### src/rtl/dvt_pkg.sv
// Shared definitions for the DSI video timing sequencer.
// Assumes: region codes are consumed directly as 2-bit values downstream.
package dvt_pkg;
    typedef enum logic [1:0] {
        RG_SYNC  = 2'd0,
        RG_BACK  = 2'd1,
        RG_ACT   = 2'd2,
        RG_FRONT = 2'd3
    } region_e;

    localparam logic [1:0] VT_PULSE = 2'd0;
    localparam logic [1:0] VT_EVENT = 2'd1;
    localparam logic [1:0] VT_BURST = 2'd2;

    localparam int LPB_VSYNC  = 0;
    localparam int LPB_VBACK  = 1;
    localparam int LPB_VFRONT = 2;
    localparam int LPB_HFRONT = 3;
    localparam int LPB_HBACK  = 4;
    localparam int LPB_HSYNC  = 5;
    localparam int LP_BITS    = 6;
endpackage

### src/rtl/dvt_shadow.sv
// Shadow register for the frame settings.
// Loads the live settings whenever 'load' is high, which is at start-up and on the
// last cycle of each frame, and holds them otherwise.
// Assumes: the settings are quasi-static and software-written.
module dvt_shadow #(
    parameter int DW = 8
) (
    input  logic          clk,
    input  logic          rst_n,
    input  logic          load,
    input  logic [DW-1:0] d,
    output logic [DW-1:0] q
);
    // Capture the settings at the frame boundary only.
    always_ff @(posedge clk) begin
        if (!rst_n) begin
            q <= '0;
        end else if (load) begin
            q <= d;
        end
    end
endmodule

### src/rtl/dvt_hcount.sv
// Horizontal counter in lane byte clock cycles.
// Runs while 'en' is high and wraps after hline_eff cycles. It is held at zero while idle.
// Assumes: hline_eff is never zero (the caller substitutes 1).
module dvt_hcount #(
    parameter int HW = 12
) (
    input  logic          clk,
    input  logic          rst_n,
    input  logic          en,
    input  logic [HW-1:0] hline_eff,
    output logic [HW-1:0] hc,
    output logic          line_end
);
    assign line_end = (hc == hline_eff - HW'(1));

    // Advance through the line; restart at zero at the end of the line or while idle.
    always_ff @(posedge clk) begin
        if (!rst_n || !en) begin
            hc <= '0;
        end else if (line_end) begin
            hc <= '0;
        end else begin
            hc <= hc + HW'(1);
        end
    end


    hc_range_chk: assert property (@(posedge clk) disable iff (!rst_n)
        en |-> (hc < hline_eff));
endmodule

### src/rtl/dvt_vcount.sv
// Vertical line counter.
// Steps once per completed line and wraps after vtot_eff lines.
// Assumes: vtot_eff is never zero.
module dvt_vcount #(
    parameter int VCW = 13
) (
    input  logic           clk,
    input  logic           rst_n,
    input  logic           en,
    input  logic           step,
    input  logic [VCW-1:0] vtot_eff,
    output logic [VCW-1:0] vc,
    output logic           frame_end
);
    assign frame_end = step && (vc == vtot_eff - VCW'(1));

    // Count finished lines; return to line 0 at the end of the frame or while idle.
    always_ff @(posedge clk) begin
        if (!rst_n || !en) begin
            vc <= '0;
        end else if (frame_end) begin
            vc <= '0;
        end else if (step) begin
            vc <= vc + VCW'(1);
        end
    end


    vc_range_chk: assert property (@(posedge clk) disable iff (!rst_n)
        en |-> (vc < vtot_eff));
endmodule

### src/rtl/dvt_decode.sv
// Region and strobe decoder.
// Turns the counters and the shadowed settings into region codes, sync strobes,
// the packet-start strobe and the low-power permission flag.
// Assumes: every boundary is clamped to the line end, so any sum of settings is legal.
module dvt_decode
    import dvt_pkg::*;
#(
    parameter int HW        = 12,
    parameter int VW        = 11,
    parameter int PKTW      = 14,
    parameter int PIX_BYTES = 3,
    parameter int LANES     = 4
) (
    input  logic               clk,
    input  logic               rst_n,
    input  logic               act,
    input  logic [1:0]         vtype,
    input  logic [LP_BITS-1:0] lp_en,
    input  logic [PKTW-1:0]    pkt,
    input  logic [HW-1:0]      hsa,
    input  logic [HW-1:0]      hbp,
    input  logic [HW-1:0]      hline_eff,
    input  logic [VW-1:0]      vsa,
    input  logic [VW-1:0]      vbp,
    input  logic [VW-1:0]      vact,
    input  logic [VW+1:0]      vtot_eff,
    input  logic [HW-1:0]      hc,
    input  logic [VW+1:0]      vc,
    output region_e            hreg,
    output region_e            vreg,
    output logic               hs_start,
    output logic               hs_end,
    output logic               vs_start,
    output logic               vs_end,
    output logic               pix_pkt,
    output logic               lp_ok
);
    localparam int CW  = ((HW > PKTW) ? HW : PKTW) + 6;
    localparam int VCW = VW + 2;

    function automatic logic [CW-1:0] cmin(input logic [CW-1:0] a, input logic [CW-1:0] b);
        return (a < b) ? a : b;
    endfunction

    logic [CW-1:0]  pix_cyc, hl, b_sync, b_back, b_act, hcw;
    logic [VCW-1:0] v_sync, v_back, v_act;
    logic           pulse;

    // Horizontal boundaries in byte clocks, each clamped to the line length.
    always_comb begin
        pix_cyc = (CW'(pkt) * CW'(PIX_BYTES) + CW'(LANES - 1)) / CW'(LANES);
        hl      = CW'(hline_eff);
        b_sync  = cmin(CW'(hsa), hl);
        b_back  = cmin(CW'(hsa) + CW'(hbp), hl);
        b_act   = cmin(CW'(hsa) + CW'(hbp) + pix_cyc, hl);
        hcw     = CW'(hc);
    end

    // Cumulative vertical boundaries in lines.
    always_comb begin
        v_sync = VCW'(vsa);
        v_back = v_sync + VCW'(vbp);
        v_act  = v_back + VCW'(vact);
    end

    // Region decode; idle reports sync.
    always_comb begin
        hreg = RG_SYNC;
        vreg = RG_SYNC;
        if (act) begin
            if (hcw < b_sync)      hreg = RG_SYNC;
            else if (hcw < b_back) hreg = RG_BACK;
            else if (hcw < b_act)  hreg = RG_ACT;
            else                   hreg = RG_FRONT;
            if (vc < v_sync)       vreg = RG_SYNC;
            else if (vc < v_back)  vreg = RG_BACK;
            else if (vc < v_act)   vreg = RG_ACT;
            else                   vreg = RG_FRONT;
        end
    end

    // Event strobes; the end strobes exist only in sync-pulse mode.
    always_comb begin
        pulse    = (vtype == VT_PULSE);
        hs_start = act && (hc == '0) && (hsa != '0);
        hs_end   = act && pulse && (hsa != '0) && (CW'(hsa) < hl) && (hcw == CW'(hsa));
        vs_start = act && (hc == '0) && (vc == '0) && (vsa != '0);
        vs_end   = act && pulse && (hc == '0) && (vsa != '0)
                   && (VCW'(vsa) < vtot_eff) && (vc == VCW'(vsa));
        pix_pkt  = act && (vreg == RG_ACT) && (b_act > b_back) && (hcw == b_back);
    end

    // Low-power permission from the mask bit of the current region.
    always_comb begin
        lp_ok = 1'b1;
        if (act) begin
            case (vreg)
                RG_SYNC:  lp_ok = lp_en[LPB_VSYNC];
                RG_BACK:  lp_ok = lp_en[LPB_VBACK];
                RG_FRONT: lp_ok = lp_en[LPB_VFRONT];
                default: begin
                    case (hreg)
                        RG_SYNC:  lp_ok = lp_en[LPB_HSYNC];
                        RG_BACK:  lp_ok = lp_en[LPB_HBACK];
                        RG_FRONT: lp_ok = lp_en[LPB_HFRONT];
                        default:  lp_ok = 1'b0;
                    endcase
                end
            endcase
        end
    end


    evt_no_end_chk: assert property (@(posedge clk) disable iff (!rst_n)
        (vtype != VT_PULSE) |-> !(hs_end || vs_end));
endmodule

### src/rtl/dsi_vid_timing.sv
// DSI video-mode frame timing sequencer (top).
// Runs while powered up in video mode. The settings are shadowed per frame, counters
// give the line and frame position, and the decoder derives regions and strobes.
// Assumes: clk is the lane byte clock; settings are static while pwr_on is low.
module dsi_vid_timing
    import dvt_pkg::*;
#(
    parameter int HW        = 12,
    parameter int VW        = 11,
    parameter int PKTW      = 14,
    parameter int PIX_BYTES = 3,
    parameter int LANES     = 4
) (
    input  logic            clk,
    input  logic            rst_n,
    input  logic            pwr_on,
    input  logic            cmd_sel,
    input  logic [1:0]      vid_type,
    input  logic [5:0]      lp_en,
    input  logic [PKTW-1:0] pkt_pix,
    input  logic [HW-1:0]   hsa_cyc,
    input  logic [HW-1:0]   hbp_cyc,
    input  logic [HW-1:0]   hline_cyc,
    input  logic [VW-1:0]   vsa_lines,
    input  logic [VW-1:0]   vbp_lines,
    input  logic [VW-1:0]   vact_lines,
    input  logic [VW-1:0]   vfp_lines,
    output logic            run_o,
    output logic [1:0]      hreg_o,
    output logic [1:0]      vreg_o,
    output logic            hs_start_o,
    output logic            hs_end_o,
    output logic            vs_start_o,
    output logic            vs_end_o,
    output logic            pix_pkt_o,
    output logic [PKTW-1:0] pix_len_o,
    output logic            lp_ok_o
);
    localparam int VCW = VW + 2;
    localparam int SDW = 2 + LP_BITS + PKTW + 3 * HW + 4 * VW;

    logic             run, active_q, load, line_end, frame_end;
    logic [SDW-1:0]   cfg_d, cfg_q;
    logic [1:0]       vtype_q;
    logic [5:0]       lp_q;
    logic [PKTW-1:0]  pkt_q;
    logic [HW-1:0]    hsa_q, hbp_q, hline_q, hline_eff, hc;
    logic [VW-1:0]    vsa_q, vbp_q, vact_q, vfp_q;
    logic [VCW-1:0]   vtot, vtot_eff, vc;
    region_e          hreg, vreg;

    assign run = pwr_on && !cmd_sel;

    // Track whether timing ran in the previous cycle; the first running cycle restarts the frame.
    always_ff @(posedge clk) begin
        if (!rst_n) active_q <= 1'b0;
        else        active_q <= run;
    end

    assign load  = !active_q || frame_end;
    assign cfg_d = {vid_type, lp_en, pkt_pix, hsa_cyc, hbp_cyc, hline_cyc,
                    vsa_lines, vbp_lines, vact_lines, vfp_lines};

    dvt_shadow #(.DW(SDW)) u_shadow (
        .clk(clk), .rst_n(rst_n), .load(load), .d(cfg_d), .q(cfg_q)
    );

    assign {vtype_q, lp_q, pkt_q, hsa_q, hbp_q, hline_q,
            vsa_q, vbp_q, vact_q, vfp_q} = cfg_q;

    // Substitute a minimum of one for zero line and frame lengths.
    always_comb begin
        hline_eff = (hline_q == '0) ? HW'(1) : hline_q;
        vtot      = VCW'(vsa_q) + VCW'(vbp_q) + VCW'(vact_q) + VCW'(vfp_q);
        vtot_eff  = (vtot == '0) ? VCW'(1) : vtot;
    end

    dvt_hcount #(.HW(HW)) u_hcnt (
        .clk(clk), .rst_n(rst_n), .en(active_q), .hline_eff(hline_eff),
        .hc(hc), .line_end(line_end)
    );

    dvt_vcount #(.VCW(VCW)) u_vcnt (
        .clk(clk), .rst_n(rst_n), .en(active_q), .step(line_end),
        .vtot_eff(vtot_eff), .vc(vc), .frame_end(frame_end)
    );

    dvt_decode #(.HW(HW), .VW(VW), .PKTW(PKTW), .PIX_BYTES(PIX_BYTES), .LANES(LANES)) u_dec (
        .clk(clk), .rst_n(rst_n), .act(active_q), .vtype(vtype_q), .lp_en(lp_q),
        .pkt(pkt_q), .hsa(hsa_q), .hbp(hbp_q), .hline_eff(hline_eff),
        .vsa(vsa_q), .vbp(vbp_q), .vact(vact_q), .vtot_eff(vtot_eff),
        .hc(hc), .vc(vc), .hreg(hreg), .vreg(vreg),
        .hs_start(hs_start_o), .hs_end(hs_end_o), .vs_start(vs_start_o),
        .vs_end(vs_end_o), .pix_pkt(pix_pkt_o), .lp_ok(lp_ok_o)
    );

    assign run_o     = active_q;
    assign hreg_o    = hreg;
    assign vreg_o    = vreg;
    assign pix_len_o = pkt_q;


    idle_quiet_chk: assert property (@(posedge clk) disable iff (!rst_n)
        !run_o |-> (!hs_start_o && !vs_start_o && !pix_pkt_o && lp_ok_o));

    horder_chk: assert property (@(posedge clk) disable iff (!rst_n)
        (run_o && $past(run_o) && (hreg != $past(hreg))) |-> ((hreg > $past(hreg)) || (hc == '0)));

    pix_in_act_chk: assert property (@(posedge clk) disable iff (!rst_n)
        pix_pkt_o |-> (hreg == RG_ACT && vreg == RG_ACT));

    restart_chk: assert property (@(posedge clk) disable iff (!rst_n)
        $rose(run_o) |-> (hc == '0 && vc == '0));
endmodule

### config.mk
export PLATFORM = sky130hd
export DESIGN_NAME = dsi_vid_timing
export DESIGN_NICKNAME = d
export VERILOG_FILES = /design/src/rtl/dvt_pkg.sv /design/src/rtl/dvt_shadow.sv /design/src/rtl/dvt_hcount.sv /design/src/rtl/dvt_vcount.sv /design/src/rtl/dvt_decode.sv /design/src/rtl/dsi_vid_timing.sv
export SDC_FILE = /design/constraint.sdc
export NUM_CORES = 1
export LEC_CHECK = 0
export BUFFER_PORTS_ARGS = -buffer_cell sky130_fd_sc_hd__buf_2
export CAP_MARGIN = 20
export CORE_ASPECT_RATIO = 2
export CORE_MARGIN = 2
export CORE_UTILIZATION = 60
export DETAILED_ROUTE_END_ITERATION = 8
export PLACE_DENSITY = 0.81
export SLEW_MARGIN = 20
export SYNTH_ARGS = -nofsm -noshare
export SYNTH_HDL_FRONTEND = slang
export SYNTH_SLANG_ARGS = --single-unit
export TNS_END_PERCENT = 10
### constraint.sdc
create_clock -name clk -period 26.3 [get_ports clk]
set_clock_uncertainty 0.2 [all_clocks]
set_input_delay 5.26 -clock clk [delete_from_list [all_inputs] [get_ports clk]]
set_output_delay 5.26 -clock clk [all_outputs]
set_load 0.01 [all_outputs]
==> results of run 1 <==
==> path summary, 6_finish.rpt <==
| kind | slack [ns] | cells past startpoint | from | end |
|---|---|---|---|---|
| worst max register to register | 16.33 | 33 | u_shadow.q[33] | u_shadow.q[69] |
| worst min-delay path | 0.25 | 2 | u_shadow.q[96] | u_shadow.q[96] |
| worst min register to register | 0.25 | 2 | u_shadow.q[96] | u_shadow.q[96] |
| worst max-delay path | 12.04 | 40 | u_shadow.q[81] | lp_ok_o |
==> through the flow <==
step	instance area [um^2]	instances	util
6_report	13840	1953	0.6643
5_1_grt	13840	1953	0.6643
4_1_cts	13840	1953	0.6643
3_5_place_dp	13240	1921	0.6357
3_3_place_gp	13240	1921	0.6357
2_1_floorplan	12650	1603	-
==> power groups by stage <==
stage,Combinational (mW),Clock [mW],Sequential [mW]
after floorplan,0.337,0,0.215
after global placement,0.445,0,0.223
after global routing,0.514,0.254,0.221
after CTS,0.459,0.246,0.220
final,0.469,0.245,0.220
after detailed placement,0.455,0,0.224
==> layer usage <==
metal / wire length (um) / global-route usage / up-vias
li1: - / - / 5902
met1: 13200 / 0.3351 / 5664
met2: 21240 / 0.6861 / 454
met3: 1848 / 0.06801 / 219
met4: 4603 / 0.3538 / 0
met5: 0 / 0 / -
==> cells in the mapped netlist, types with 5 or more instances <==
cell and count:
buf_4 14, clkbuf_2 5, or2_2 6, ha_1 213
o21bai_1 15, o211ai_1 11, buf_2 6, inv_1 96
o21ai_1 66, dfxtp_1 128, buf_6 8, a2111oi_0 6
xor2_1 41, o21ai_0 85, or4_1 6, nor4_1 20
o21a_1 23, clkbuf_1 55, a211oi_1 11, mux2_2 11
nand2b_1 15, a21o_1 38, o2111ai_1 6, mux2i_1 31
nor2b_1 23, a21oi_1 80, and3_1 12, nor2_1 88
nor3_1 28, nand4_1 28, nand3_1 126, a21boi_0 6
fa_1 5, nand2_1 140, xnor2_1 75, or3_1 6
==> cells in the final DEF, fill, tap and decap left out, drive strengths merged, types with 7 or more instances in the layout <==
cell type,instances
a21boi,7
nand3,126
nand4,28
buf,138
xnor2,75
dfxtp,128
o21a,23
o21bai,15
o211ai,11
mux2,11
xor2,41
ha,213
nor2b,23
nor3,29
clkbuf,19
a211oi,13
a21oi,80
nand2b,15
a21o,38
nor4,23
nand2,140
inv,100
mux2i,31
and3,12
o21ai,152
nor2,88
==> final cells by class <==
cell class / instances / area [um^2] / share of cell area
clock inverters: 13 / 153.9 / 0.01112
multi-input cells: 1290 / 9266 / 0.6696
clock buffers: 19 / 442.9 / 0.03200
well taps: 269 / 336.6 / 0.02432
inverters: 96 / 360.3 / 0.02604
flip-flops and latches: 128 / 2562 / 0.1852
repair buffers: 138 / 716.9 / 0.05180
==> critical path, delay by kind of cell (launching register included) <==
| kind | cells | cell delay [ns] |
|---|---|---|
| DFF | 1 | 0.42 |
| muxes | 1 | 0.30 |
| AOI/OAI and AO/OA | 20 | 4.16 |
| and+or+nand+nor | 9 | 1.36 |
| xor gates and xnor gates | 2 | 0.25 |
| adders and majority gates | 5 | 1.36 |
| buffers and inverters | 3 | 0.47 |
==> cell families (layout without fill, tap and decap cells) <==
kind of cell    after synthesis  in the layout
compound gates              391            391
xor+xnor                    116            116
fa+ha+maj                   218            218
buf+inv                     185            266
flops                       128            128
mux                          42             42
other cells                   2              2
simple gates                521            521
==> state kept, by name (all words and copies together) (netlist names) <==
register    count
run_o           1
u_hcnt.hc      12
u_shadow.q    102
u_vcnt.vc      13
==> summary.md, run 1 <==
| Metric | Value |
|---|---|
| Status | `complete, no violations` |
| ANT cells | `0` |
| Initial antenna violation count | `0` |
| Sequential Power Share | `0.236` |
| IO Port Bufs | `130` |
| Compound-Gate Fraction of Synth Area | `0.1950` |
| Slew margin rel. | `0.3364` |
| Xor/xnor cell area share of the yosys netlist | `0.08032` |
| Pre-CTS setup slack | `12.67 ns` |
| Critical setup path kind | `register to output port` |
| Yosys warns | `0` |
| Vias per cell | `6.267` |
| Num ports | `131` |
| Top_reg_cell synth | `dfxtp_1` |
| Vias | `12240` |
| Post-Syn Area | `12650 um^2` |
| Die area | `22330 um^2` |
| Final Slew Violations | `0` |
| Clock transition at the registers of the reported paths | `0.06 ns` |
| Max-Cap Viols | `0` |
| Switching Share | `0.4278` |
| Synthesized area per cell | `7.891 um^2` |
| Worst hold path type | `register to register` |
| LEAKAGE | `6.412 nW` |
| DRC | `0` |
| Crit path launch type | `register` |
| Layout Area Growth over Synthesis | `9.406%` |
| Register area share after synthesis | `0.2026` |
| Library cells used by synthesis | `76` |
| Number of H-tree levels | `4` |
| Placer Congestion | `1.026` |
| Post-synthesis mux area share | `0.03432` |
| Drt first-iter violations | `796` |
| Actual slew at the worst max-slew pin | `0.9955 ns` |
| Asr flop ratio synth | `0` |
| Hold violation count in the final report | `0` |
| CP max FO | `15` |
| Drt first pass iters | `6` |
| Data required, critical path | `20.84 ns` |
| Clk pwr share | `0.262` |
| Sum of negative setup slack | `0 ns` |
| Synthesized Nets | `1927` |
| Root buffer cell | `clkbuf_16` |
| Post-synth top area share | `0.2107` |
| Synth top area cells | `ha_1, dfxtp_1, xnor2_1, nand3_1, nand2_1` |
| Drt wl/cell | `20.94 um` |
| CP arrival | `8.80 ns` |
| Post_cts resized | `0` |
| Cell count after synthesis | `1603` |
| Largest net degree at the start of global routing | `112` |
| Postcts setup bufs | `0` |
| Post-Synth Simple-Gate Area | `0.2038` |
| Vias in the first global route | `12400` |
| Post-synth EDFFs | `0` |
| Tot GR Track Use | `0.3757` |
| HPWL Detailed | `32.02 mm` |
| Crit share post-route | `0.5420` |
| CTS Buffer Depth | `2` |
| CORE AREA | `20830 um^2` |
| Final setup viols | `0` |
| FP Rows | `75` |
| RSZ-0062 raised after global routing | `false` |
| Final worst slack | `12.04 ns` |
| IR drop worst, VDD | `56.96 uV` |
| CP max-delay cell | `o41ai_1` |
| Net Switching | `399.6 uW` |
| WHS | `0.2530 ns` |
| Combinational share of power | `0.502` |
| FMAX | `70.15 MHz` |
| Grt ovf | `0` |
| Fill cells | `1863` |
| Adder-cell share of the synthesized area | `0.2186` |
| Yosys top cell by area | `ha_1` |
| Die Y | `209.3 um` |
| CTS Hold Buffers Added | `0` |
| Clk Latency, worst-skew pair | `0.45 ns` |
| Routed WL | `40.89 mm` |
| Main combinational cell family by area after synthesis | `adder cells` |
| Final Power | `934.0 uW` |
| CTS tree | `built` |
| Top cell by count, worst path | `a21oi_1` |
| Starting Density | `0.6072` |
| CTS sink cnt | `128` |
| CP max stage delay | `0.60 ns` |
| Share of layout cells above drive strength 1 | `0.1200` |
| Crit path time final | `14.26 ns` |
| # nets final | `1995` |
| Endpoint class of the critical path | `output port` |
| Total CTS buffers | `17` |
| Int Power | `534.4 uW` |
| PD cells | `67.49 nW/um^2` |
| Antenna viol nets, final | `0` |
| Die Wd | `106.7 um` |
| First-pass GRT wire length | `64.37 mm` |
| Flops & latches, synth | `128` |
Power figures use the tool's default switching activity.
==> run 2: changes to the inputs <==
==> constraint.sdc (replaced) <==
create_clock -name clk -period 14.37 [get_ports clk]
set_clock_uncertainty 0.2 [all_clocks]
set_input_delay 2.874 -clock clk [delete_from_list [all_inputs] [get_ports clk]]
set_output_delay 2.874 -clock clk [all_outputs]
set_load 0.01 [all_outputs]
==> run 2 against run 1 <==
Register-to-register slack worse by 12 ns. First-iteration DRC count is 31% lower. Non-clock buffer count stayed put. Count of clock-buffer cells in the layout is 2 lower. Via count is 0.57% higher. Wire length is 1.4% lower. Clock power is 65% higher. Sequential cell count stayed put. Critical path type unchanged. Largest cell class unchanged.
==> summary.md, run 2 (synthesis gave the netlist of run 1 again) <==
| Metric | Value |
|---|---|
| Worst hold path type | `register to register (unchanged)` |
| Vias | `12310 (was 12240)` |
| Biggest register | `u_shadow.q (unchanged)` |
| Max reg flops | `102 (unchanged)` |
| Finished Layout Cells | `1952 (was 1953)` |
| PD cells | `120.6 nW/um^2 (was 67.49 nW/um^2)` |
| CTS tree | `built (unchanged)` |
| Final Power | `1.662 mW (was 934.0 uW)` |
| Status | `complete, no violations (unchanged)` |
| Largest net degree at the start of global routing | `112 (unchanged)` |
| Share of layout cells above drive strength 1 | `0.1200 (about the same)` |
| Tot GR Track Use | `0.3653 (was 0.3757)` |
| Crit path time final | `11.87 ns` |
| Crit share post-route | `0.8257` |
| Slew margin rel. | `0.3044 (was 0.3364)` |
| CTS Buffer Depth | `2 (unchanged)` |
| Data required, critical path | `11.30 ns (was 20.84 ns)` |
| Layout Area Growth over Synthesis | `8.922% (was 9.406%)` |
| DRC | `0 (unchanged)` |
| Placer Congestion | `1.017 (was 1.026)` |
| Num ports | `131 (unchanged)` |
| Clk Latency, worst-skew pair | `0.45 ns (about the same)` |
| Final worst slack | `2.505 ns (was 12.04 ns)` |
| Post_cts resized | `0 (unchanged)` |
| R2R Path End | `u_shadow.q[43] (was u_shadow.q[69])` |
| Initial antenna violation count | `0 (unchanged)` |
| Drt first-iter violations | `552 (was 796)` |
| CP arrival | `8.79 ns (was 8.80 ns)` |
| Reg2Reg Depth | `33 (unchanged)` |
| Postcts setup bufs | `0 (unchanged)` |
| Commonest non-fill, non-tap cell in the layout | `ha_1 (unchanged)` |
| Critical setup path kind | `register to output port (unchanged)` |
| HPWL Detailed | `31.93 mm (was 32.02 mm)` |
| Antenna viol nets, final | `0 (unchanged)` |
| ANT cells | `0 (unchanged)` |
| Routed WL | `40.31 mm (was 40.89 mm)` |
| Starting Density | `0.6072 (unchanged)` |
| Drt first pass iters | `5 (was 6)` |
| Hold violation count in the final report | `0 (unchanged)` |
| Vias per cell | `6.306 (was 6.267)` |
| Final Slew Violations | `0 (unchanged)` |
| Die Wd | `106.7 um (unchanged)` |
| Total CTS buffers | `17 (unchanged)` |
| Commonest cells after routing, fill and taps aside | `ha_1, nand2_1, buf_2, dfxtp_1, nand3_1 (unchanged)` |
| Worst flop-to-flop path startpoint | `u_shadow.q[33] (unchanged)` |
| Final setup viols | `0 (unchanged)` |
| LEAKAGE | `6.379 nW (was 6.412 nW)` |
| Actual slew at the worst max-slew pin | `1.017 ns (was 0.9955 ns)` |
| Worst Hold End | `u_shadow.q[64] (was u_shadow.q[96])` |
| CP max FO | `15 (unchanged)` |
| Grt ovf | `0 (unchanged)` |
| CORE AREA | `20830 um^2 (unchanged)` |
| Root buffer cell | `clkbuf_16 (unchanged)` |
| First-pass GRT wire length | `62.67 mm (was 64.37 mm)` |
| CP max-delay cell | `o41ai_1 (unchanged)` |
| Sum of negative setup slack | `0 ns (unchanged)` |
| CTS Hold Buffers Added | `0 (unchanged)` |
| Final design utilization | `0.6614 (was 0.6643)` |
| Endpoint class of the critical path | `output port (unchanged)` |
| CP max stage delay | `0.64 ns (was 0.60 ns)` |
| Drt wl/cell | `20.65 um (was 20.94 um)` |
| Die Y | `209.3 um (unchanged)` |
| Largest regs | `u_shadow.q (102), u_vcnt.vc (13), u_hcnt.hc (12) (unchanged)` |
| Clock transition at the registers of the reported paths | `0.06 ns (about the same)` |
| WHS Path Cells | `2 (unchanged)` |
| CTS sink cnt | `128 (unchanged)` |
| IR drop worst, VDD | `134.0 uV (was 56.96 uV)` |
| Hold Path Origin | `u_shadow.q[64] (was u_shadow.q[96])` |
| Die area | `22330 um^2 (unchanged)` |
| FP Rows | `75 (unchanged)` |
| IO Port Bufs | `130 (unchanged)` |
| # nets final | `1995 (unchanged)` |
| Number of H-tree levels | `4 (unchanged)` |
| Max-Cap Viols | `0 (unchanged)` |
| FMAX | `84.28 MHz` |
| Vias in the first global route | `12290 (was 12400)` |
| Top cell by count, worst path | `a21oi_1 (unchanged)` |
| RSZ-0062 raised after global routing | `false (unchanged)` |
| Reg2reg setup slack | `4.62 ns (was 16.33 ns)` |
| Crit path launch type | `register (unchanged)` |
| Pre-CTS setup slack | `3.021 ns (was 12.67 ns)` |
| Placed Instances | `1921 (unchanged)` |
run 2: worst max-delay path, delay by kind of cell (launching register included):
family                   cells  cell delay, ns
buffers and inverters        3            0.46
flip-flops                   1            0.43
adder cells (fa/ha/maj)      5            1.38
multiplexers                 1            0.30
XOR/XNOR                     2            0.23
AO/OA/AOI/OAI               20            4.15
AND/OR/NAND/NOR              9            1.35
run 2: final cells by class:
type                       count  area, um^2
timing repair buffer         138       716.9
tap                          269       336.6
fill                        1878        7054
sequential                   128        2562
clock inverter                14       110.1
inverter                      96       360.3
multi-input combinational   1290        9266
clock buffer                  17       425.4
run 2: per-stage QoR:
step           hold slack, ns  instance area, um^2
2_1_floorplan          0.2241                12650
3_3_place_gp           0.2443                13240
3_5_place_dp           0.2497                13240
4_1_cts                0.2585                13780
5_1_grt                0.2839                13780
6_report               0.2584                13780
run 2: worst max path at each step:
stage	start	cells past startpoint	slack, ns	endpoint
floorplan	u_shadow.q[81]	38	3.74	lp_ok_o
finish	u_shadow.q[81]	40	2.50	lp_ok_o
global placement	u_shadow.q[82]	40	3.22	lp_ok_o
global route	u_shadow.q[81]	40	1.76	lp_ok_o
CTS	u_shadow.q[81]	40	2.52	lp_ok_o
detailed placement	u_shadow.q[81]	40	3.02	lp_ok_o
run 2: layer usage:
| metal | vias up | GRT usage | wire length, um |
|---|---|---|---|
| met1 | 5769 | 0.3242 | 13070 |
| met3 | 230 | 0.05000 | 1510 |
| met5 | - | 0 | 0 |
| met4 | 0 | 0.3614 | 4755 |
| li1 | 5880 | - | - |
| met2 | 430 | 0.6716 | 20970 |
run 2: power by group:
part           switching [mW]  internal, mW
Clock                   0.183         0.221
Combinational           0.515         0.340
Sequential             0.0289         0.374
Total                   0.727         0.935
==> run 3: changes to the inputs <==
--- a/config.mk
+++ b/config.mk
@@ -9,9 +9,9 @@
 export CAP_MARGIN = 20
 export CORE_ASPECT_RATIO = 2
 export CORE_MARGIN = 2
-export CORE_UTILIZATION = 60
+export CORE_UTILIZATION = 55
 export DETAILED_ROUTE_END_ITERATION = 8
-export PLACE_DENSITY = 0.81
+export PLACE_DENSITY = 0.78
 export SLEW_MARGIN = 20
 export SYNTH_ARGS = -nofsm -noshare
 export SYNTH_HDL_FRONTEND = slang
==> constraint.sdc (replaced) <==
create_clock -name clk -period 10.8 [get_ports clk]
set_clock_uncertainty 0.2 [all_clocks]
set_input_delay 2.16 -clock clk [delete_from_list [all_inputs] [get_ports clk]]
set_output_delay 2.16 -clock clk [all_outputs]
set_load 0.01 [all_outputs]
==> run 3 against run 2 <==
Via count shrank 1.3%. Sequential cell count is the same. Final area is 1.5% higher. Power rose by 39%. Sequential power is 33% higher. Final cell count up 0.67%. First-iteration DRC count grew 7.4%. Core utilization fell by 4.4 points. The flow now finishes with violations (DRC). Global-route usage fell by 2.5 points. Hold slack worse by 0.0034 ns. Combinational power is 35% higher. Clock power is 53% higher.
==> summary.md, run 3 (synthesis gave the netlist of run 1 again) <==
| Metric | Value |
|---|---|
| Drt first-iter violations | `593 (was 552)` |
| ANT cells | `0 (unchanged)` |
| CORE AREA | `22640 um^2 (was 20830 um^2)` |
| Vias per cell | `6.181 (was 6.306)` |
| PD cells | `165.0 nW/um^2 (was 120.6 nW/um^2)` |
| Cell area after layout | `13990 um^2 (was 13780 um^2)` |
| Vias | `12150 (was 12310)` |
| Crit path launch type | `register (unchanged)` |
| Final Slew Violations | `0 (unchanged)` |
| FMAX | `94.93 MHz` |
| # nets final | `1999 (was 1995)` |
| Worst flop-to-flop path startpoint | `u_shadow.q[33] (unchanged)` |
| Actual slew at the worst max-slew pin | `1.039 ns (was 1.017 ns)` |
| Slew margin rel. | `0.3071 (was 0.3044)` |
| Clock transition at the registers of the reported paths | `0.06 ns (about the same)` |
| CP bufs+invs | `4 (was 3)` |
| Fill cells | `2091 (was 1878)` |
| Die Wd | `111.2 um (was 106.7 um)` |
| Status | `finished, violations left (was complete, no violations)` |
| Met1 Track Usage GR | `0.3007 (was 0.3242)` |
| Routed WL | `40.96 mm (was 40.31 mm)` |
| Die Y | `218.5 um (was 209.3 um)` |
| HPWL Detailed | `32.14 mm (was 31.93 mm)` |
| Share of layout cells above drive strength 1 | `0.1306 (was 0.1200)` |
| Total CTS buffers | `17 (unchanged)` |
| Largest net degree at the start of global routing | `157 (was 112)` |
| First-pass GRT wire length | `63.87 mm (was 62.67 mm)` |
| Biggest register | `u_shadow.q (unchanged)` |
| Tot GR Track Use | `0.3404 (was 0.3653)` |
| Final Power | `2.308 mW (was 1.662 mW)` |
| Clk Latency, worst-skew pair | `0.45 ns (about the same)` |
| Top Family by Delay on Critical Path | `compound AO/OA/AOI/OAI gates (unchanged)` |
| GRT busiest layer | `met2 (unchanged)` |
| Endpoint class of the critical path | `output port (unchanged)` |
| Drt wl/cell | `20.85 um (was 20.65 um)` |
| Failing checks | `DRC` |
| Vias in the first global route | `12370 (was 12290)` |
| Final setup viols | `0 (unchanged)` |
| Crit path time final | `10.53 ns` |
| Die area | `24300 um^2 (was 22330 um^2)` |
| IR drop worst, VDD | `167.9 uV (was 134.0 uV)` |
| CTS Buffer Depth | `2 (unchanged)` |
| CP max-delay cell | `or4_1 (was o41ai_1)` |
| Critical setup path kind | `register to output port (unchanged)` |
| Crit share post-route | `0.9754` |
| CTS tree | `built (unchanged)` |
| Drt first pass iters | `7 (was 5)` |
| Placer Congestion | `1.014 (was 1.017)` |
| Grt ovf | `0 (unchanged)` |
| Layout Area Growth over Synthesis | `10.59% (was 8.922%)` |
| LEAKAGE | `6.466 nW (was 6.379 nW)` |
| CTS Hold Buffers Added | `0 (unchanged)` |
| Number of H-tree levels | `4 (unchanged)` |
| Hold Path Origin | `u_shadow.q[96] (was u_shadow.q[64])` |
| CP max FO | `12 (was 15)` |
| CP arrival | `8.17 ns (was 8.79 ns)` |
| Global Route met3 Usage | `0.05435 (was 0.05000)` |
| IO Port Bufs | `130 (unchanged)` |
| CP startpoint | `u_shadow.q[81] (unchanged)` |
| Data required, critical path | `8.44 ns (was 11.30 ns)` |
| Hold violation count in the final report | `0 (unchanged)` |
| CTS sink cnt | `128 (unchanged)` |
| Commonest cells after routing, fill and taps aside | `ha_1, nand2_1, buf_2, nand3_1, dfxtp_1 (was ha_1, nand2_1, buf_2, dfxtp_1, nand3_1)` |
| Num ports | `131 (unchanged)` |
| FP Rows | `78 (was 75)` |
| CP max stage delay | `0.56 ns (was 0.64 ns)` |
| Max-Cap Viols | `0 (unchanged)` |
| Worst hold path type | `register to register (unchanged)` |
| Postcts setup bufs | `0 (unchanged)` |
| Antenna viol nets, final | `0 (unchanged)` |
| Met2 usage | `0.6398 (was 0.6716)` |
| Largest regs | `u_shadow.q (102), u_vcnt.vc (13), u_hcnt.hc (12) (unchanged)` |
| Top cell by count, worst path | `ha_1 (was a21oi_1)` |
| Max reg flops | `102 (unchanged)` |
| DRC | `2 (was 0)` |
| Placement-stage cell area | `13300 um^2 (was 13240 um^2)` |
| Sum of negative setup slack | `0 ns (unchanged)` |
| Final design utilization | `0.6179 (was 0.6614)` |
| Commonest non-fill, non-tap cell in the layout | `ha_1 (unchanged)` |
| Initial antenna violation count | `0 (unchanged)` |
| Starting Density | `0.5587 (was 0.6072)` |
| Root buffer cell | `clkbuf_16 (unchanged)` |
run 3: cell types whose count changed in the layout (fill, tap and decap cells not counted), sizes merged:
cell / delta
clkinv: -5
bufinv: +4
buf: +4
inv: -3
clkbuf: +2
run 3: cell type report:
class                      count  area, um^2  area share
inverter                      96       360.3     0.02576
sequential                   128        2565      0.1833
clock buffer                  19       452.9     0.03238
multi-input combinational   1290        9340      0.6676
timing repair buffer         142       759.5     0.05429
tap                          280       350.3     0.02504
clock inverter                10       161.4     0.01154
run 3: per-stage QoR:
step / cells / setup WS, ns / hold WS (ns)
after floorplan: 1603 / 0.8861 / 0.2241
after global placement: 1936 / 0.5798 / 0.2367
after detailed placement: 1936 / 0.5081 / 0.2449
after CTS: 1965 / 0.02411 / 0.2536
after global routing: 1965 / -0.1207 / 0.2806
final: 1965 / 0.2661 / 0.2551
run 3: worst min-delay path: stages (launching register included):
cell and delay [ns]:
dfxtp_1 0.31, nand2_1 0.05, o21ai_1 0.05
run 3: power breakdown:
part	switching (mW)	internal (mW)
logic	0.691	0.463
clock network	0.226	0.393
registers	0.0363	0.497
run 3: routing by layer:
metal,vias up,routed length [um]
li1,5895,-
met1,5620,13280
met2,412,21530
met3,218,1550
met4,0,4596
met5,-,0
run 3: worst paths after layout:
kind                    end  slack, ns  cells after the start
max                 lp_ok_o       0.27                     40
max reg2reg  u_shadow.q[69]       1.49                     31
min          u_shadow.q[96]       0.26                      2
min reg2reg  u_shadow.q[96]       0.26                      2
run 3: what timing repair did:
action / CTS / global route
gates resized for setup: 1 / 20
pin swaps: 0 / 4
setup endpoints to repair: 1 / 3
